--- src/rtl/pi_dec_pkg.sv ---
package pi_dec_pkg;
  localparam int INT_W  = 27;
  localparam int NBANK  = 3;
  localparam int NWIN   = 11 + NBANK;

  // window index = priority (lower wins)
  localparam int W_CFLASH = 0;
  localparam int W_CBRAM  = 1;
  localparam int W_CREG   = 2;
  localparam int W_SHADOW = 3;
  localparam int W_BOOT   = 4;
  localparam int W_ROM    = 5;
  localparam int W_ROMEXT = 6;
  localparam int W_SRAM   = 7;
  localparam int W_BANK0  = 8;
  localparam int W_FRAM   = W_BANK0 + NBANK;
  localparam int W_IPL    = W_FRAM + 1;
  localparam int W_DDREG  = W_IPL + 1;

  localparam logic [INT_W-1:0] SHADOW_BASE = 27'h04FE_0000;
  localparam logic [INT_W-1:0] BOOT_BASE   = 27'h04E0_0000;
  localparam logic [INT_W-1:0] EXT_BASE    = 27'h0400_0000;
  localparam logic [INT_W-1:0] SAVE_BASE   = 27'h03FE_0000;
  localparam logic [INT_W-1:0] IPL_BASE    = 27'h03BC_0000;
  localparam logic [INT_W-1:0] BUF_BASE    = 27'h0500_0000;
  localparam logic [INT_W-1:0] BANK_SPAN   = 27'h0000_8000;

  typedef enum logic [1:0] {DD_OFF, DD_REGS, DD_IPL, DD_FULL} dd_mode_e;
  typedef enum logic [1:0] {SV_NONE, SV_SRAM, SV_BANKED, SV_FLASHRAM} save_e;
  typedef enum logic [2:0] {
    DEV_NONE, DEV_SDRAM, DEV_FLASH, DEV_BRAM, DEV_DD_REGS, DEV_CART_REGS, DEV_SAVE_CTRL
  } dev_e;

  typedef struct packed {
    logic             mem;
    logic             regb;
    dev_e             dev;
    logic [INT_W-1:0] iaddr;
    logic             wok;
  } dec_t;

  function automatic dec_t mk_dec(logic mem, logic regb, dev_e dev,
                                  logic [INT_W-1:0] iaddr, logic wok);
    dec_t d;
    d.mem   = mem;
    d.regb  = regb;
    d.dev   = dev;
    d.iaddr = iaddr;
    d.wok   = wok;
    return d;
  endfunction
endpackage

--- src/rtl/pi_win_match.sv ---
module pi_win_match
  import pi_dec_pkg::*;
(
  input  logic [31:0]     addr_i,
  input  logic            write_i,
  input  dd_mode_e        dd_mode_i,
  input  save_e           save_i,
  input  logic            boot_en_i,
  input  logic            shadow_en_i,
  input  logic            rom_ext_en_i,
  input  logic            rom_we_i,
  input  logic            unlocked_i,
  output logic [NWIN-1:0] hit_o,
  output dec_t            win_o [NWIN]
);
  logic [15:0] pg;
  logic        dd_ipl, dd_reg;

  assign pg     = addr_i[31:16];
  assign dd_ipl = (dd_mode_i == DD_IPL)  || (dd_mode_i == DD_FULL);
  assign dd_reg = (dd_mode_i == DD_REGS) || (dd_mode_i == DD_FULL);

  always_comb begin
    hit_o = '0;
    for (int i = 0; i < NWIN; i++) win_o[i] = '0;

    // cartridge window, gated by unlock
    hit_o[W_CFLASH] = unlocked_i && (pg[15:1] == 15'h0FFE);
    win_o[W_CFLASH] = mk_dec(1'b1, 1'b0, DEV_FLASH, SHADOW_BASE + INT_W'(addr_i[16:0]), 1'b0);
    hit_o[W_CBRAM]  = unlocked_i && (pg == 16'h1FFE);
    win_o[W_CBRAM]  = mk_dec(1'b1, 1'b0, DEV_BRAM, BUF_BASE + INT_W'(addr_i[15:0]), 1'b1);
    hit_o[W_CREG]   = unlocked_i && (pg == 16'h1FFF);
    win_o[W_CREG]   = mk_dec(1'b0, 1'b1, DEV_CART_REGS, INT_W'(addr_i[15:0]), 1'b1);

    // ROM area: shadow > boot image / ROM
    hit_o[W_SHADOW] = shadow_en_i && (pg[15:1] == 15'h09FF);
    win_o[W_SHADOW] = mk_dec(1'b1, 1'b0, DEV_FLASH, SHADOW_BASE + INT_W'(addr_i[16:0]), 1'b0);
    hit_o[W_BOOT]   = boot_en_i && (pg >= 16'h1000) && (pg < 16'h101E);
    win_o[W_BOOT]   = mk_dec(1'b1, 1'b0, DEV_FLASH, BOOT_BASE + INT_W'(addr_i[20:0]), 1'b0);
    hit_o[W_ROM]    = !boot_en_i && (pg[15:10] == 6'b000100);
    win_o[W_ROM]    = mk_dec(1'b1, 1'b0, DEV_SDRAM, INT_W'(addr_i[25:0]), rom_we_i);
    hit_o[W_ROMEXT] = rom_ext_en_i && (pg >= 16'h1400) && (pg < 16'h14E0);
    win_o[W_ROMEXT] = mk_dec(1'b1, 1'b0, DEV_FLASH, EXT_BASE + INT_W'(addr_i[23:0]), 1'b0);

    // save area
    hit_o[W_SRAM]   = (save_i == SV_SRAM) && (pg[15:1] == 15'h0400);
    win_o[W_SRAM]   = mk_dec(1'b1, 1'b0, DEV_SDRAM, SAVE_BASE + INT_W'(addr_i[16:0]), 1'b1);
    for (int b = 0; b < NBANK; b++) begin
      hit_o[W_BANK0+b] = (save_i == SV_BANKED) && (pg == 16'h0800 + 16'(4*b));
      win_o[W_BANK0+b] = mk_dec(1'b1, 1'b0, DEV_SDRAM,
                                SAVE_BASE + INT_W'(b) * BANK_SPAN + INT_W'(addr_i[14:0]), 1'b1);
    end
    hit_o[W_FRAM]   = (save_i == SV_FLASHRAM) && (pg[15:1] == 15'h0400);
    win_o[W_FRAM]   = write_i
                    ? mk_dec(1'b0, 1'b1, DEV_SAVE_CTRL, INT_W'(addr_i[16:0]), 1'b1)
                    : mk_dec(1'b1, 1'b0, DEV_SDRAM, SAVE_BASE + INT_W'(addr_i[16:0]), 1'b1);

    // disk drive
    hit_o[W_IPL]    = dd_ipl && (pg[15:6] == 10'h018);
    win_o[W_IPL]    = mk_dec(1'b1, 1'b0, DEV_SDRAM, IPL_BASE + INT_W'(addr_i[21:0]), 1'b0);
    hit_o[W_DDREG]  = dd_reg && (pg == 16'h0500);
    win_o[W_DDREG]  = mk_dec(1'b0, 1'b1, DEV_DD_REGS, INT_W'(addr_i[10:0]), 1'b1);
  end
endmodule

--- src/rtl/pi_prio_sel.sv ---
module pi_prio_sel
  import pi_dec_pkg::*;
#(
  parameter int N = NWIN
) (
  input  logic [N-1:0] hit_i,
  input  dec_t         win_i [N],
  output dec_t         dec_o
);
  always_comb begin
    dec_o = '0;
    for (int i = N - 1; i >= 0; i--) begin
      if (hit_i[i]) dec_o = win_i[i];
    end
  end
endmodule

--- src/rtl/pi_rdata_mux.sv ---
module pi_rdata_mux #(
  parameter int DATA_W = 32
) (
  input  logic              mem_sel_i,
  input  logic              reg_sel_i,
  input  logic [DATA_W-1:0] mem_rdata_i,
  input  logic [DATA_W-1:0] reg_rdata_i,
  output logic [DATA_W-1:0] rdata_o
);
  always_comb begin
    rdata_o = '0;
    if (mem_sel_i)      rdata_o = mem_rdata_i;
    else if (reg_sel_i) rdata_o = reg_rdata_i;
  end
endmodule

--- src/rtl/pi_addr_decode.sv ---
module pi_addr_decode
  import pi_dec_pkg::*;
#(
  parameter int DATA_W = 32
) (
  input  logic              clk_i,
  input  logic              rst_ni,
  input  logic              start_i,
  input  logic [31:0]       addr_i,
  input  logic              write_i,
  input  logic [1:0]        dd_mode_i,
  input  logic [1:0]        save_type_i,
  input  logic              boot_en_i,
  input  logic              shadow_en_i,
  input  logic              rom_ext_en_i,
  input  logic              rom_we_i,
  input  logic              unlocked_i,
  input  logic [DATA_W-1:0] mem_rdata_i,
  input  logic [DATA_W-1:0] reg_rdata_i,
  output logic              mem_sel_o,
  output logic              reg_sel_o,
  output logic [2:0]        dev_o,
  output logic [INT_W-1:0]  int_addr_o,
  output logic              write_ok_o,
  output logic [DATA_W-1:0] rdata_o
);
  logic [NWIN-1:0] hit;
  dec_t            win [NWIN];
  dec_t            dec_d, dec_q;

  pi_win_match i_match (
    .addr_i      (addr_i),
    .write_i     (write_i),
    .dd_mode_i   (dd_mode_e'(dd_mode_i)),
    .save_i      (save_e'(save_type_i)),
    .boot_en_i   (boot_en_i),
    .shadow_en_i (shadow_en_i),
    .rom_ext_en_i(rom_ext_en_i),
    .rom_we_i    (rom_we_i),
    .unlocked_i  (unlocked_i),
    .hit_o       (hit),
    .win_o       (win)
  );

  pi_prio_sel #(.N(NWIN)) i_prio (
    .hit_i(hit),
    .win_i(win),
    .dec_o(dec_d)
  );

  // selection is taken once per transaction and held
  always_ff @(posedge clk_i or negedge rst_ni) begin
    if (!rst_ni)      dec_q <= '0;
    else if (start_i) dec_q <= dec_d;
  end

  assign mem_sel_o  = dec_q.mem;
  assign reg_sel_o  = dec_q.regb;
  assign dev_o      = dec_q.dev;
  assign int_addr_o = dec_q.iaddr;
  assign write_ok_o = dec_q.wok;

  pi_rdata_mux #(.DATA_W(DATA_W)) i_rmux (
    .mem_sel_i  (dec_q.mem),
    .reg_sel_i  (dec_q.regb),
    .mem_rdata_i(mem_rdata_i),
    .reg_rdata_i(reg_rdata_i),
    .rdata_o    (rdata_o)
  );

  assert_hold_R1: assert property (@(posedge clk_i) disable iff (!rst_ni)
    !start_i |=> $stable(dev_o) && $stable(int_addr_o) && $stable(write_ok_o));
  assert_bus_onehot_R13: assert property (@(posedge clk_i) disable iff (!rst_ni)
    $onehot0({mem_sel_o, reg_sel_o}));
  assert_none_quiet_R13: assert property (@(posedge clk_i) disable iff (!rst_ni)
    (dev_o == DEV_NONE) |-> !mem_sel_o && !reg_sel_o && !write_ok_o && (int_addr_o == '0));
  assert_flash_ro_R4: assert property (@(posedge clk_i) disable iff (!rst_ni)
    (dev_o == DEV_FLASH) |-> !write_ok_o);
  assert_ipl_ro_R10: assert property (@(posedge clk_i) disable iff (!rst_ni)
    start_i && (addr_i[31:22] == 10'h018) |=> !write_ok_o);
  assert_locked_R12: assert property (@(posedge clk_i) disable iff (!rst_ni)
    start_i && !unlocked_i && (addr_i[31:18] == 14'h07FF) |=> dev_o == DEV_NONE);
  assert_reg_dev_R11: assert property (@(posedge clk_i) disable iff (!rst_ni)
    reg_sel_o |-> (dev_o == DEV_DD_REGS) || (dev_o == DEV_CART_REGS) || (dev_o == DEV_SAVE_CTRL));
endmodule

--- config.mk ---
export PLATFORM = sky130hd
export DESIGN_NAME = pi_addr_decode
export DESIGN_NICKNAME = d
export VERILOG_FILES = /design/src/rtl/pi_dec_pkg.sv /design/src/rtl/pi_win_match.sv /design/src/rtl/pi_prio_sel.sv /design/src/rtl/pi_rdata_mux.sv /design/src/rtl/pi_addr_decode.sv
export SDC_FILE = /design/constraint.sdc
export NUM_CORES = 1
export LEC_CHECK = 0
export ABC_AREA = 1
export BUFFER_PORTS_ARGS = -buffer_cell sky130_fd_sc_hd__buf_4
export CAP_MARGIN = 15
export CORE_UTILIZATION = 46
export CTS_BUF_LIST = sky130_fd_sc_hd__clkbuf_4 sky130_fd_sc_hd__clkbuf_8
export CTS_CLUSTER_SIZE = 16
export DETAILED_ROUTE_END_ITERATION = 16
export PLACE_DENSITY = 0.82
export SETUP_SLACK_MARGIN = 0.1
export SYNTH_ARGS = -nofsm -noshare
export SYNTH_HDL_FRONTEND = slang
export SYNTH_SLANG_ARGS = --single-unit
--- constraint.sdc ---
create_clock -name clk_i -period 1.4 [get_ports clk_i]
set_clock_uncertainty 0.05 [all_clocks]
set_input_delay 0.21 -clock clk_i [delete_from_list [all_inputs] [get_ports clk_i]]
set_output_delay 0.21 -clock clk_i [all_outputs]
set_load 0.005 [all_outputs]
==> results of run 1 <==
==> kinds of logic after synthesis <==
kind of cell / after synthesis
xor+xnor: 1
simple gates: 347
compound gates: 34
buf+inv: 64
fa+ha+maj: 5
flops: 32
==> metrics by stage <==
stage | worst slack (ns) | util, % | area [um^2]
2_1_floorplan | -0.0778 | - | 3090
3_3_place_gp | -0.623 | 79.3 | 5000
3_5_place_dp | -0.668 | 79.3 | 5000
4_1_cts | -0.0729 | 88.4 | 5580
==> repair_timing <==
item                                    in CTS
pin swaps                                   41
setup buffers                               22
hold buffers                                 1
cloned                                       1
endpoints found under the setup margin      65
gates resized for setup                     76
endpoints found under the hold margin       32
==> qor.txt, run 1 <==
clock buffer depth = 2
outcome = aborted with a tool error
placed cell count = 789
Post-DP HPWL = 9.49 mm
unique cell type count in the Yosys netlist = 36
share of the synthesized area in the top cell type = 26.8%
mux share of post-synthesis cell area = 0%
most area-consuming cells after synthesis = dfrtp_1, nand2_1, nand3_1
top-count cell post-synth = nand2_1
Post-Synth Adder-Cell Area = 2.09%
Root Buffer = clkbuf_8
Syn Nets = 597
Crit. endpoint post-GRT repair = int_addr_o[23]$_DFFE_PN0P_/D
largest net degree at the start of global routing = 35
Halt Reason = [ERROR DPL-0038] Utilization greater than 100%, impossible to legalize
number of enable flip-flop cells after synthesis = 0
Post-Synth XOR/XNOR Area = 0.293%
top post-synthesis cells by count = nand2_1, nand3_1, nor2_1
GPL Wtd Cong = 0.985
largest family of logic cells by synthesized area = simple AND/OR/NAND/NOR gates
CTS buffer count = 5
complex-gate fraction of the synthesized area = 7.49%
Ports = 174
worst_ep kind = sequential cell input
# H-tree levels = 2
Initial Utilization = 47.4%
Failed at = 5_1_grt
Seq/Total Area, Yosys = 26.8%
Synth Area in Simple Gates = 54.7%
port bufs = 173
clk sink count = 32
register bit total from synthesis = 32
Die H = 82.6 um
ys flop type = dfrtp_1
row cnt = 29
post-synth top area cell = dfrtp_1
Post-synth ARST share = 100%
Die X-Extent = 82.6 um
Yosys Warn Count = 0
Mapped Avg Cell Area = 6.19 um^2
Netlist Area Pre-Place = 2990 um^2
Post-Synthesis Cells = 483
==> run 2: changes to the inputs <==
--- a/config.mk
+++ b/config.mk
@@ -8,12 +8,9 @@
 export ABC_AREA = 1
 export BUFFER_PORTS_ARGS = -buffer_cell sky130_fd_sc_hd__buf_4
 export CAP_MARGIN = 15
-export CORE_UTILIZATION = 46
-export CTS_BUF_LIST = sky130_fd_sc_hd__clkbuf_4 sky130_fd_sc_hd__clkbuf_8
-export CTS_CLUSTER_SIZE = 16
+export CORE_UTILIZATION = 40
 export DETAILED_ROUTE_END_ITERATION = 16
-export PLACE_DENSITY = 0.82
-export SETUP_SLACK_MARGIN = 0.1
+export PLACE_DENSITY_LB_ADDON = 0.15
 export SYNTH_ARGS = -nofsm -noshare
 export SYNTH_HDL_FRONTEND = slang
 export SYNTH_SLANG_ARGS = --single-unit
==> run 2 against run 1 <==
The flow now finishes, with violations (setup timing). Area after synthesis is the same. Synthesized cell count unchanged.
==> qor.txt, run 2 <==
hold path start = addr_i[12]
top post-synthesis cells by count = nand2_1, nand3_1, nor2_1
Fin Hold WS = 0.107 ns
worst vdd ir = 0.000765 V
outcome = finished with violations
register bit total from synthesis = 32 (unchanged)
Sw Ratio = 30.3%
CTS buffer count = 5 (unchanged)
Die Area = 7830 um^2
Via density = 5.21
Slew @ Worst Pin = 0.407 ns
Flop pwr share = 36.5%
WS Path Type = reg -> out
post-synth top area cell = dfrtp_1
ys flop type = dfrtp_1
placed cell count = 789 (unchanged)
drt total wl = 12.6 mm
Seq/Total Area, Yosys = 26.8% (unchanged)
cell area power density = 468 nW/um^2
most common cell after layout, fill and taps aside = buf_4
Fillers = 535
Antenna diodes = 0
largest net degree at the start of global routing = 35
clock latency at the later pin of the worst-skew pair = 0.28 ns
Hold Fails Final Rpt = 0
sum of buffers and inverters on the critical path = 4
share of the synthesized area in the top cell type = 26.8% (unchanged)
crit path cell chain = inv_2 -> buf_6 -> clkbuf_16 -> nand3_1 -> nand2_1 -> buf_4
CP top delay family = buffers and inverters
clk sink count = 32 (unchanged)
ANT nets after route = 0
Worst setup EP type = primary output
Die X-Extent = 88.5 um (+7.1%)
Post-DP HPWL = 9.12 mm (-3.9%)
number of enable flip-flop cells after synthesis = 0 (unchanged)
post-route cell area = 5630 um^2
Area growth syn-to-layout = 88.2%
fmax = 0.663 GHz
CP Data Arrival Time = 1.25 ns
Worst-path clk slew = 0.06 ns
wire length per cell = 15.4 um
first-pass GRT wire length = 17.5 mm
Crit path required time = 1.14 ns
Root Buffer = clkbuf_8
reg2reg start = int_addr_o[23]$_DFFE_PN0P_
Period minus WS final = 1.51 ns
Max-Cap Viols = 0
Syn Nets = 597 (unchanged)
all-layer global routing usage = 28.8%
CTS tree = done
Post-synth ARST share = 100% (unchanged)
vias = 4,253
clock buffer depth = 2 (unchanged)
port bufs = 173 (unchanged)
delay of the slowest critical-path stage = 0.38 ns
unique cell type count in the Yosys netlist = 36 (unchanged)
most area-consuming cells after synthesis = dfrtp_1, nand2_1, nand3_1
Int Pwr = 1.84 mW
dpl cell area = 4850 um^2 (-3.1%)
hold crit path type = in -> reg
leakage = 3.07 nW
vias in the first global route = 3,740
# H-tree levels = 2 (unchanged)
row cnt = 31 (+6.9%)
Clk pwr share = 24.7%
Die H = 88.5 um (+7.1%)
Final Non-Filler Cells = 816
CP max stage cell = dfrtp_1
Post-Synthesis Cells = 483 (unchanged)
Initial Utilization = 41.2% (-6.1 points)
share of layout cells above drive strength 1 = 53.6%
gr ovfl total = 0
Ports = 174 (unchanged)
max FFs per register = 27
# setup viols final = 58
final max-slew violation count = 0
First-pass DRT Iterations = 5
Core Area = 7250 um^2
Mapped Avg Cell Area = 6.19 um^2 (unchanged)
Yosys Warn Count = 0 (unchanged)
top-count cell post-synth = nand2_1
fin nets = 831
Detailed Route Iter0 Violations = 227
failing checks = setup timing
RSZ-0062 raised after global routing = yes
CP max FO = 8
DRC = 0
startpoint types = register
Tcrit/Tclk final = 108%
combinational share of power = 38.8%
antenna violations before repair = 0
leading cell types in the layout, fill and taps excluded = buf_4, nand2_1, nand3_1
final worst slack = -0.107 ns
Psw = 800 uW
crit path from = mem_sel_o$_DFFE_PN0P_
Slew headroom = 72.9%
Netlist Area Pre-Place = 2990 um^2 (unchanged)
GPL Wtd Cong = 0.951 (-3.4%)
-- run 2: cell counts after synthesis --
Identical to the previous run, type by type.
-- run 2: power by group through the flow --
stage | registers [mW] | clock network, mW | logic, mW
after floorplan | 0.980 | 0 | 0.292
after global placement | 0.978 | 0 | 0.819
after detailed placement | 0.979 | 0 | 0.828
after CTS | 0.963 | 0.666 | 0.918
after global routing | 0.964 | 0.692 | 1.10
final | 0.963 | 0.651 | 1.02
-- run 2: cell families after synthesis --
group | synth area share (%)
adders and majority gates | 2.09
and+or+nand+nor | 54.7
DFF | 26.8
AOI/OAI and AO/OA | 7.49
xor gates and xnor gates | 0.293
buffers and inverters | 8.62
-- run 2: layer usage --
metal	share of wire (%)	vias up	global-route usage, %	routed length, um
met4	2.8	0	9.09	349
met3	6.7	28	5.69	835
met1	38	2002	33.1	4740
met5	0	-	0	0
li1	-	2034	-	-
met2	53	189	53.5	6630
-- run 2: per-stage QoR --
stage	utilization, %	setup TNS, ns	setup slack [ns]	power [mW]
2_1_floorplan	-	-1.01	-0.0787	1.27
3_3_place_gp	66.9	-10.58	-0.400	1.80
3_5_place_dp	66.9	-11.97	-0.459	1.81
4_1_cts	71.7	-2.35	-0.0845	2.55
5_1_grt	77.6	-7.73	-0.185	2.76
6_report	77.6	-4.33	-0.107	2.64
-- run 2: layout make-up --
cell class | count | area [um^2] | area share [%]
Multi-Input combinational cell | 387 | 2350 | 41.8
Timing Repair Buffer | 249 | 2100 | 37.4
Sequential cell | 32 | 801 | 14.2
Inverter | 42 | 169 | 3.00
Tap cell | 99 | 124 | 2.20
Clock buffer | 6 | 72.6 | 1.29
Clock inverter | 1 | 5.00 | 0.0889
-- run 2: worst paths after layout --
path	depth (start not counted)	slack [ns]	endpoint
max	6	-0.11	rdata_o[13]
min	3	0.11	int_addr_o[12]$_DFFE_PN0P_
max reg2reg	3	0.46	int_addr_o[23]$_DFFE_PN0P_
min reg2reg	2	0.43	int_addr_o[16]$_DFFE_PN0P_
max in group asynchronous	2	0.66	mem_sel_o$_DFFE_PN0P_
min in group asynchronous	2	0.35	int_addr_o[13]$_DFFE_PN0P_
-- run 2: tightest hold or removal path, delay by kind of cell --
family | cells | cell delay [ns]
buffers and inverters | 1 | 0.08
AND/OR/NAND/NOR | 2 | 0.12
-- run 2: timing repair --
item / 4_1_cts / 5_1_grt
gates resized for setup: 42 / 83
endpoints found under the hold margin: 32 / 0
hold buffers: 1 / 0
setup endpoints to repair: 62 / 64
gates cloned: 2 / 3
setup buffers: 9 / 5
pin swaps: 18 / 31
Power figures use the tool's default switching activity.
==> run 3: changes to the inputs <==
--- a/config.mk
+++ b/config.mk
@@ -5,10 +5,12 @@
 export SDC_FILE = /design/constraint.sdc
 export NUM_CORES = 1
 export LEC_CHECK = 0
-export ABC_AREA = 1
+export ABC_AREA = 0
 export BUFFER_PORTS_ARGS = -buffer_cell sky130_fd_sc_hd__buf_4
 export CAP_MARGIN = 15
+export CORE_MARGIN = 2
 export CORE_UTILIZATION = 40
+export CTS_BUF_LIST = sky130_fd_sc_hd__clkbuf_8
 export DETAILED_ROUTE_END_ITERATION = 16
 export PLACE_DENSITY_LB_ADDON = 0.15
 export SYNTH_ARGS = -nofsm -noshare
==> run 3 against run 2 <==
The run still ends with setup timing left. Via count down 15%. Total power up 3.4%. Register-to-register slack worse by 0.16 ns. Global-route usage up 4.4 points. Final cell count down 26%. Clock-buffer cell count down 1. Routed wire length up 3.7%. Maximum frequency down 20%. Combinational power down 5%. Area after synthesis down 18%. Core utilization up 8.7 points. Critical path type is now in -> reg. Largest power group is now sequential cells.
==> qor.txt, run 3 <==
outcome = finished with violations
failing checks = setup timing
GPL Wtd Cong = 0.961 (+0.99%)
First-pass DRT Iterations = 5 (unchanged)
clk sink count = 32 (unchanged)
Via density = 6.04 (+16%)
Yosys Warn Count = 0 (unchanged)
register bit total from synthesis = 32 (unchanged)
delay of the slowest critical-path stage = 0.54 ns (+0.16 ns)
CTS tree = done
Mapped Avg Cell Area = 8.88 um^2 (+43%)
share of layout cells above drive strength 1 = 62.9% (+9.4 points)
hold crit path type = in -> reg
RSZ-0062 raised after global routing = yes
most used cell along the critical path = buf_6
vias in the first global route = 3,355 (-10%)
CTS buffer count = 5 (unchanged)
Area growth syn-to-layout = 109%
Fin Hold WS = 0.124 ns (+0.0170 ns)
Die X-Extent = 82.3 um (-7.0%)
top post-synthesis cells by count = dfrtp_1, a22o_1, nor2_1
Seq/Total Area, Yosys = 32.7% (+5.9 points)
Slew @ Worst Pin = 0.463 ns (+0.0558 ns)
Period minus WS final = 1.87 ns (+0.366 ns)
Post-synth ARST share = 100% (unchanged)
CP Data Arrival Time = 2.04 ns (+0.79 ns)
Post-Synthesis Cells = 276 (-43%)
Crit path required time = 1.57 ns (+0.43 ns)
vias = 3,632 (-15%)
CP max FO = 7 (-1)
Syn Nets = 390 (-35%)
Worst Hold End = int_addr_o[13]$_DFFE_PN0P_
Detailed Route Iter0 Violations = 223 (-1.8%)
CP top delay family = simple AND/OR/NAND/NOR gates
Worst setup EP type = register
worst vdd ir = 0.000785 V (+2.6%)
worst hold path depth = 3 (unchanged)
clock buffer depth = 2 (unchanged)
Antenna diodes = 0 (unchanged)
Ports = 174 (unchanged)
first-pass GRT wire length = 16.8 mm (-4.3%)
post-synth top area cell = dfrtp_1
Core Util, Final = 86.3% (+8.7 points)
share of the synthesized area in the top cell type = 32.7% (+5.9 points)
Tcrit/Tclk final = 134% (+26 points)
crit path cell chain = buf_6 -> or4b_4 -> or4_4 -> buf_6 -> o32ai_4 -> nor4b_4 -> clkbuf_16 -> o2bb2ai_2
wire length per cell = 21.7 um (+41%)
Root Buffer = clkbuf_8
clock latency at the later pin of the worst-skew pair = 0.29 ns (about the same)
sum of buffers and inverters on the critical path = 3 (-1)
Hold Fails Final Rpt = 0 (unchanged)
all-layer global routing usage = 33.2% (+4.4 points)
most area-consuming cells after synthesis = dfrtp_1, a22o_1, mux2i_1
Max-Cap Viols = 0 (unchanged)
unique cell type count in the Yosys netlist = 54 (+50%)
cell area power density = 533 nW/um^2 (+14%)
Netlist Area Pre-Place = 2450 um^2 (-18%)
port bufs = 173 (unchanged)
reg2reg start = mem_sel_o$_DFFE_PN0P_
Initial Utilization = 41.4% (+0.15 points)
max FFs per register = 27 (unchanged)
leakage = 2.43 nW (-21%)
fin nets = 639 (-23%)
hold path start = addr_i[13]
Core Area = 5920 um^2 (-18%)
antenna violations before repair = 0 (unchanged)
FF-to-FF End = mem_sel_o$_DFFE_PN0P_
ANT nets after route = 0 (unchanged)
DP Worst Slack = -1.01 ns (-0.546 ns)
ys flop type = dfrtp_1
Worst R2R Path Depth = 4 (+1)
Die Area = 6770 um^2 (-14%)
row cnt = 28 (-9.7%)
most common cell after layout, fill and taps aside = buf_4
final max-slew violation count = 0 (unchanged)
startpoint types = primary input
Slew headroom = 69.1% (-3.8 points)
# setup viols final = 64 (+10%)
number of enable flip-flop cells after synthesis = 0 (unchanged)
WS Path Type = in -> reg
final worst slack = -0.473 ns (-0.366 ns)
# H-tree levels = 2 (unchanged)
DRC = 0 (unchanged)
gr ovfl total = 0 (unchanged)
fmax = 0.534 GHz (-20%)
CP max stage cell = or4b_4
largest net degree at the start of global routing = 33 (-5.7%)
Die H = 82.3 um (-7.0%)
Worst-path clk slew = 0.08 ns (+0.02 ns)
top-count cell post-synth = dfrtp_1
drt total wl = 13.0 mm (+3.7%)
Post-DP HPWL = 8.59 mm (-5.8%)
leading cell types in the layout, fill and taps excluded = buf_4, dfrtp_1, buf_6
flop2flop setup slack = 0.30 ns (-0.16 ns)
==> run 3: changes by cell type in the layout (fill, tap and decap cells not counted), moves of 15 or more <==
cell     delta
a22o_1     +27
buf_6      +15
inv_1      -22
nand2_1   -138
nand2_2    -22
nand3_1    -44
nand3_2    -18
nor2_4     -15
==> run 3: power by group <==
| part | switching, mW | internal (mW) | total, mW |
|---|---|---|---|
| Clock | 0.401 | 0.352 | 0.753 |
| Combinational | 0.411 | 0.561 | 0.972 |
| Sequential | 0.0293 | 0.970 | 0.999 |
==> run 3: worst max-delay path by stage <==
stage                     from                         end  slack [ns]  depth (start not counted)
detailed placement  addr_i[18]   int_addr_o[3]$_DFFE_PN0P_       -1.01                          7
global placement    addr_i[18]   int_addr_o[3]$_DFFE_PN0P_       -0.93                          7
global route        addr_i[29]  int_addr_o[14]$_DFFE_PN0P_       -0.48                          8
CTS                 addr_i[29]  int_addr_o[16]$_DFFE_PN0P_       -0.40                          8
floorplan           addr_i[29]  int_addr_o[22]$_DFFE_PN0P_       -0.57                          6
finish              addr_i[29]  int_addr_o[14]$_DFFE_PN0P_       -0.47                          8
==> run 3: layout make-up <==
cell class	instances	area [um^2]
clock buffers	5	68.8
clock inverters	3	23.8
fillers	326	810
inverters	7	26.3
multi-input cells	216	1900
flip-flops and latches	32	802
well taps	75	93.8
repair buffers	263	2200
==> run 3: per-stage QoR <==
step	TNS (ns)	instance area, um^2	std cells	power [mW]
after global placement	-25.35	4300	570	1.81
after CTS	-17.97	4840	594	2.64
after detailed placement	-26.39	4300	570	1.83
final	-20.57	5110	601	2.72
after global routing	-22.90	5110	601	2.84
after floorplan	-13.58	2510	276	1.27
==> run 3: metal layers <==
layer | vias to the layer above | track usage (%) | wire length (um)
li1 | 1581 | - | -
met1 | 1726 | 36.1 | 4540
met2 | 261 | 57.3 | 6420
met3 | 64 | 9.57 | 1340
met4 | 0 | 19.0 | 715
met5 | - | 0 | 0
==> run 3: cells by family after synthesis <==
| family | Yosys count | share of synthesized area, % |
|---|---|---|
| muxes | 11 | 4.49 |
| xor gates and xnor gates | 1 | 0.358 |
| AOI/OAI and AO/OA | 103 | 33.6 |
| adders and majority gates | 5 | 2.55 |
| buffers and inverters | 28 | 5.21 |
| and+or+nand+nor | 96 | 21.1 |
| DFF | 32 | 32.7 |
==> run 3: repair_timing <==
item                                    CTS  global route
pin swaps                                19            19
hold endpoints to repair                 32             0
hold buffers                              1             0
gates resized for setup                  64            31
gates cloned                              4             4
setup buffers                            11             4
endpoints found under the setup margin   64            64
==> run 3: worst reg2reg max path, delay by kind of cell (launching register included) <==
| kind | cells | cell delay (ns) |
|---|---|---|
| AO/OA/AOI/OAI | 1 | 0.06 |
| buffers and inverters | 2 | 0.29 |
| flip-flops | 1 | 0.44 |
| AND/OR/NAND/NOR | 1 | 0.13 |
==> run 4: changes to the inputs <==
--- a/config.mk
+++ b/config.mk
@@ -5,7 +5,7 @@
 export SDC_FILE = /design/constraint.sdc
 export NUM_CORES = 1
 export LEC_CHECK = 0
-export ABC_AREA = 0
+export ABC_AREA = 1
 export BUFFER_PORTS_ARGS = -buffer_cell sky130_fd_sc_hd__buf_4
 export CAP_MARGIN = 15
 export CORE_MARGIN = 2
==> run 4 against run 3 <==
The run still ends with setup timing left. Global-route usage shrank 3.9 points. Via count grew 15%. Worst setup slack gained 0.37 ns. Critical path depth shrank 3. Maximum frequency grew 25%. Combinational power shrank 2%. Total power shrank 3.8%. Clock power shrank 6.4%. Die area grew 21%. Sequential share of layout area shrank 1.2 points. Largest cell class is now multi-input combinational cells. Highest routed layer unchanged.
==> qor.txt, run 4 (synthesis gave the netlist of run 2 again) <==
outcome = finished with violations
failing checks = setup timing
# H-tree levels = 2 (unchanged)
WS Path Type = reg -> out
largest net degree at the start of global routing = 35 (+6.1%)
CP max FO = 16 (+9)
Antenna diodes = 0 (unchanged)
ANT nets after route = 0 (unchanged)
clk sink count = 32 (unchanged)
DRC = 0 (unchanged)
M3 GR Usage = 5.43% (-4.1 points)
post-route cell area = 5530 um^2 (+8.3%)
Area growth syn-to-layout = 85.1%
port bufs = 173 (unchanged)
all-layer global routing usage = 29.3% (-3.9 points)
max FFs per register = 27 (unchanged)
Final Non-Filler Cells = 814 (+35%)
dpl cell area = 4840 um^2 (+12%)
most common cell after layout, fill and taps aside = buf_4
vias in the first global route = 4,036 (+20%)
Root Buffer = clkbuf_8
GRT Max-Usage Layer = met2
Slew @ Worst Pin = 0.407 ns (-0.0558 ns)
leading cell types in the layout, fill and taps excluded = buf_4, nand2_1, nand3_1
met1 Use GR = 35.0% (-1.1 points)
final max-slew violation count = 0 (unchanged)
Worst setup EP type = primary output
Worst-path clk slew = 0.06 ns (-0.02 ns)
Detailed Route Iter0 Violations = 266 (+19%)
Die H = 90.5 um (+10%)
Overall Power = 2.62 mW (-3.8%)
Core Area = 7250 um^2 (+23%)
Crit path required time = 1.14 ns (-0.43 ns)
clock latency at the later pin of the worst-skew pair = 0.28 ns (about the same)
CTS buffer count = 5 (unchanged)
clock buffer depth = 2 (unchanged)
Hold Fails Final Rpt = 0 (unchanged)
final worst slack = -0.103 ns (+0.370 ns)
Slew headroom = 72.9% (+3.8 points)
leakage = 3.05 nW (+25%)
gr ovfl total = 0 (unchanged)
Ports = 174 (unchanged)
fin nets = 828 (+30%)
drt total wl = 12.2 mm (-6.3%)
Period minus WS final = 1.50 ns (-0.370 ns)
Tcrit/Tclk final = 107% (-26 points)
Core Util, Final = 76.3% (-10 points)
Initial Utilization = 41.2% (-0.15 points)
met2 Use GR = 53.0% (-4.3 points)
antenna violations before repair = 0 (unchanged)
Die Area = 8180 um^2 (+21%)
first-pass GRT wire length = 19.6 mm (+17%)
Max-Cap Viols = 0 (unchanged)
row cnt = 31 (+11%)
Post-DP HPWL = 9.37 mm (+9.0%)
share of layout cells above drive strength 1 = 51.5% (-11 points)
First-pass DRT Iterations = 4 (-1)
wire length per cell = 15.0 um (-31%)
startpoint types = register
fmax = 0.665 GHz (+25%)
GPL Wtd Cong = 0.974 (+1.4%)
Die X-Extent = 90.5 um (+10%)
Via density = 5.12 (-15%)
hold crit path type = in -> reg
RSZ-0062 raised after global routing = yes
cell area power density = 474 nW/um^2 (-11%)
CTS tree = done
worst vdd ir = 0.000627 V (-20%)
vias = 4,171 (+15%)
# setup viols final = 56 (-13%)
CP Data Arrival Time = 1.24 ns (-0.80 ns)
placed cell count = 789 (+38%)
==> run 4: cell types whose count changed in the layout (fill, tap and decap cells not counted), moves of 15 or more <==
| cell | change |
|---|---|
| nand2_1 | +142 |
| nor2_4 | +16 |
| inv_1 | +22 |
| a22o_1 | -27 |
| buf_6 | -16 |
| nand3_1 | +52 |
| nand2_2 | +15 |
==> run 4: timing repair <==
item / 4_1_cts / 5_1_grt
pin swaps: 25 / 44
hold buffers: 1 / 0
hold endpoints to repair: 32 / 0
setup buffers: 13 / 3
setup endpoints to repair: 60 / 63
gates cloned: 2 / 0
gates resized for setup: 65 / 49
==> run 4: per-layer routing <==
layer	vias to the layer above	wire length, um
met2	176	6300
met4	0	382
li1	2029	-
met5	-	0
met1	1935	4620
met3	31	903
==> run 4: path summary, 6_finish.rpt <==
kind | startpoint | end | slack [ns] | cells past startpoint
hold reg to reg | int_addr_o[14]$_DFFE_PN0P_ | int_addr_o[14]$_DFFE_PN0P_ | 0.43 | 2
min in group asynchronous | rst_ni | int_addr_o[5]$_DFFE_PN0P_ | 0.39 | 2
hold / removal | addr_i[14] | int_addr_o[14]$_DFFE_PN0P_ | 0.11 | 3
max in group asynchronous | rst_ni | int_addr_o[13]$_DFFE_PN0P_ | 0.62 | 2
setup reg to reg | int_addr_o[22]$_DFFE_PN0P_ | int_addr_o[22]$_DFFE_PN0P_ | 0.49 | 3
setup / recovery | mem_sel_o$_DFFE_PN0P_ | rdata_o[23] | -0.10 | 5
==> run 4: layout make-up <==
cell class,instances,area (um^2)
Multi-Input combinational cell,387,2340
Fill cell,550,1720
Clock buffer,6,82.6
Tap cell,99,124
Timing Repair Buffer,246,2010
Clock inverter,2,7.51
Inverter,42,171
Sequential cell,32,801
==> run 4: through the flow <==
step / setup TNS [ns] / setup slack [ns] / hold WS (ns)
6_report: -3.10 / -0.103 / 0.114
5_1_grt: -7.70 / -0.160 / 0.119
4_1_cts: -2.55 / -0.112 / 0.108
3_5_place_dp: -10.53 / -0.410 / 0.119
3_3_place_gp: -9.36 / -0.354 / 0.115
2_1_floorplan: -1.01 / -0.0787 / -0.136
==> run 4: critical path, cell delays in order (launching register included) <==
cell and delay [ns]:
dfrtp_1 0.40, inv_2 0.13, buf_12 0.16, nand3_1 0.08
nand2_1 0.08, buf_4 0.11
==> run 4: power by group <==
group | internal, mW | leakage, nW | switching [mW]
logic | 0.502 | 2.56 | 0.453
clock network | 0.386 | 0.0538 | 0.319
registers | 0.949 | 0.433 | 0.0141
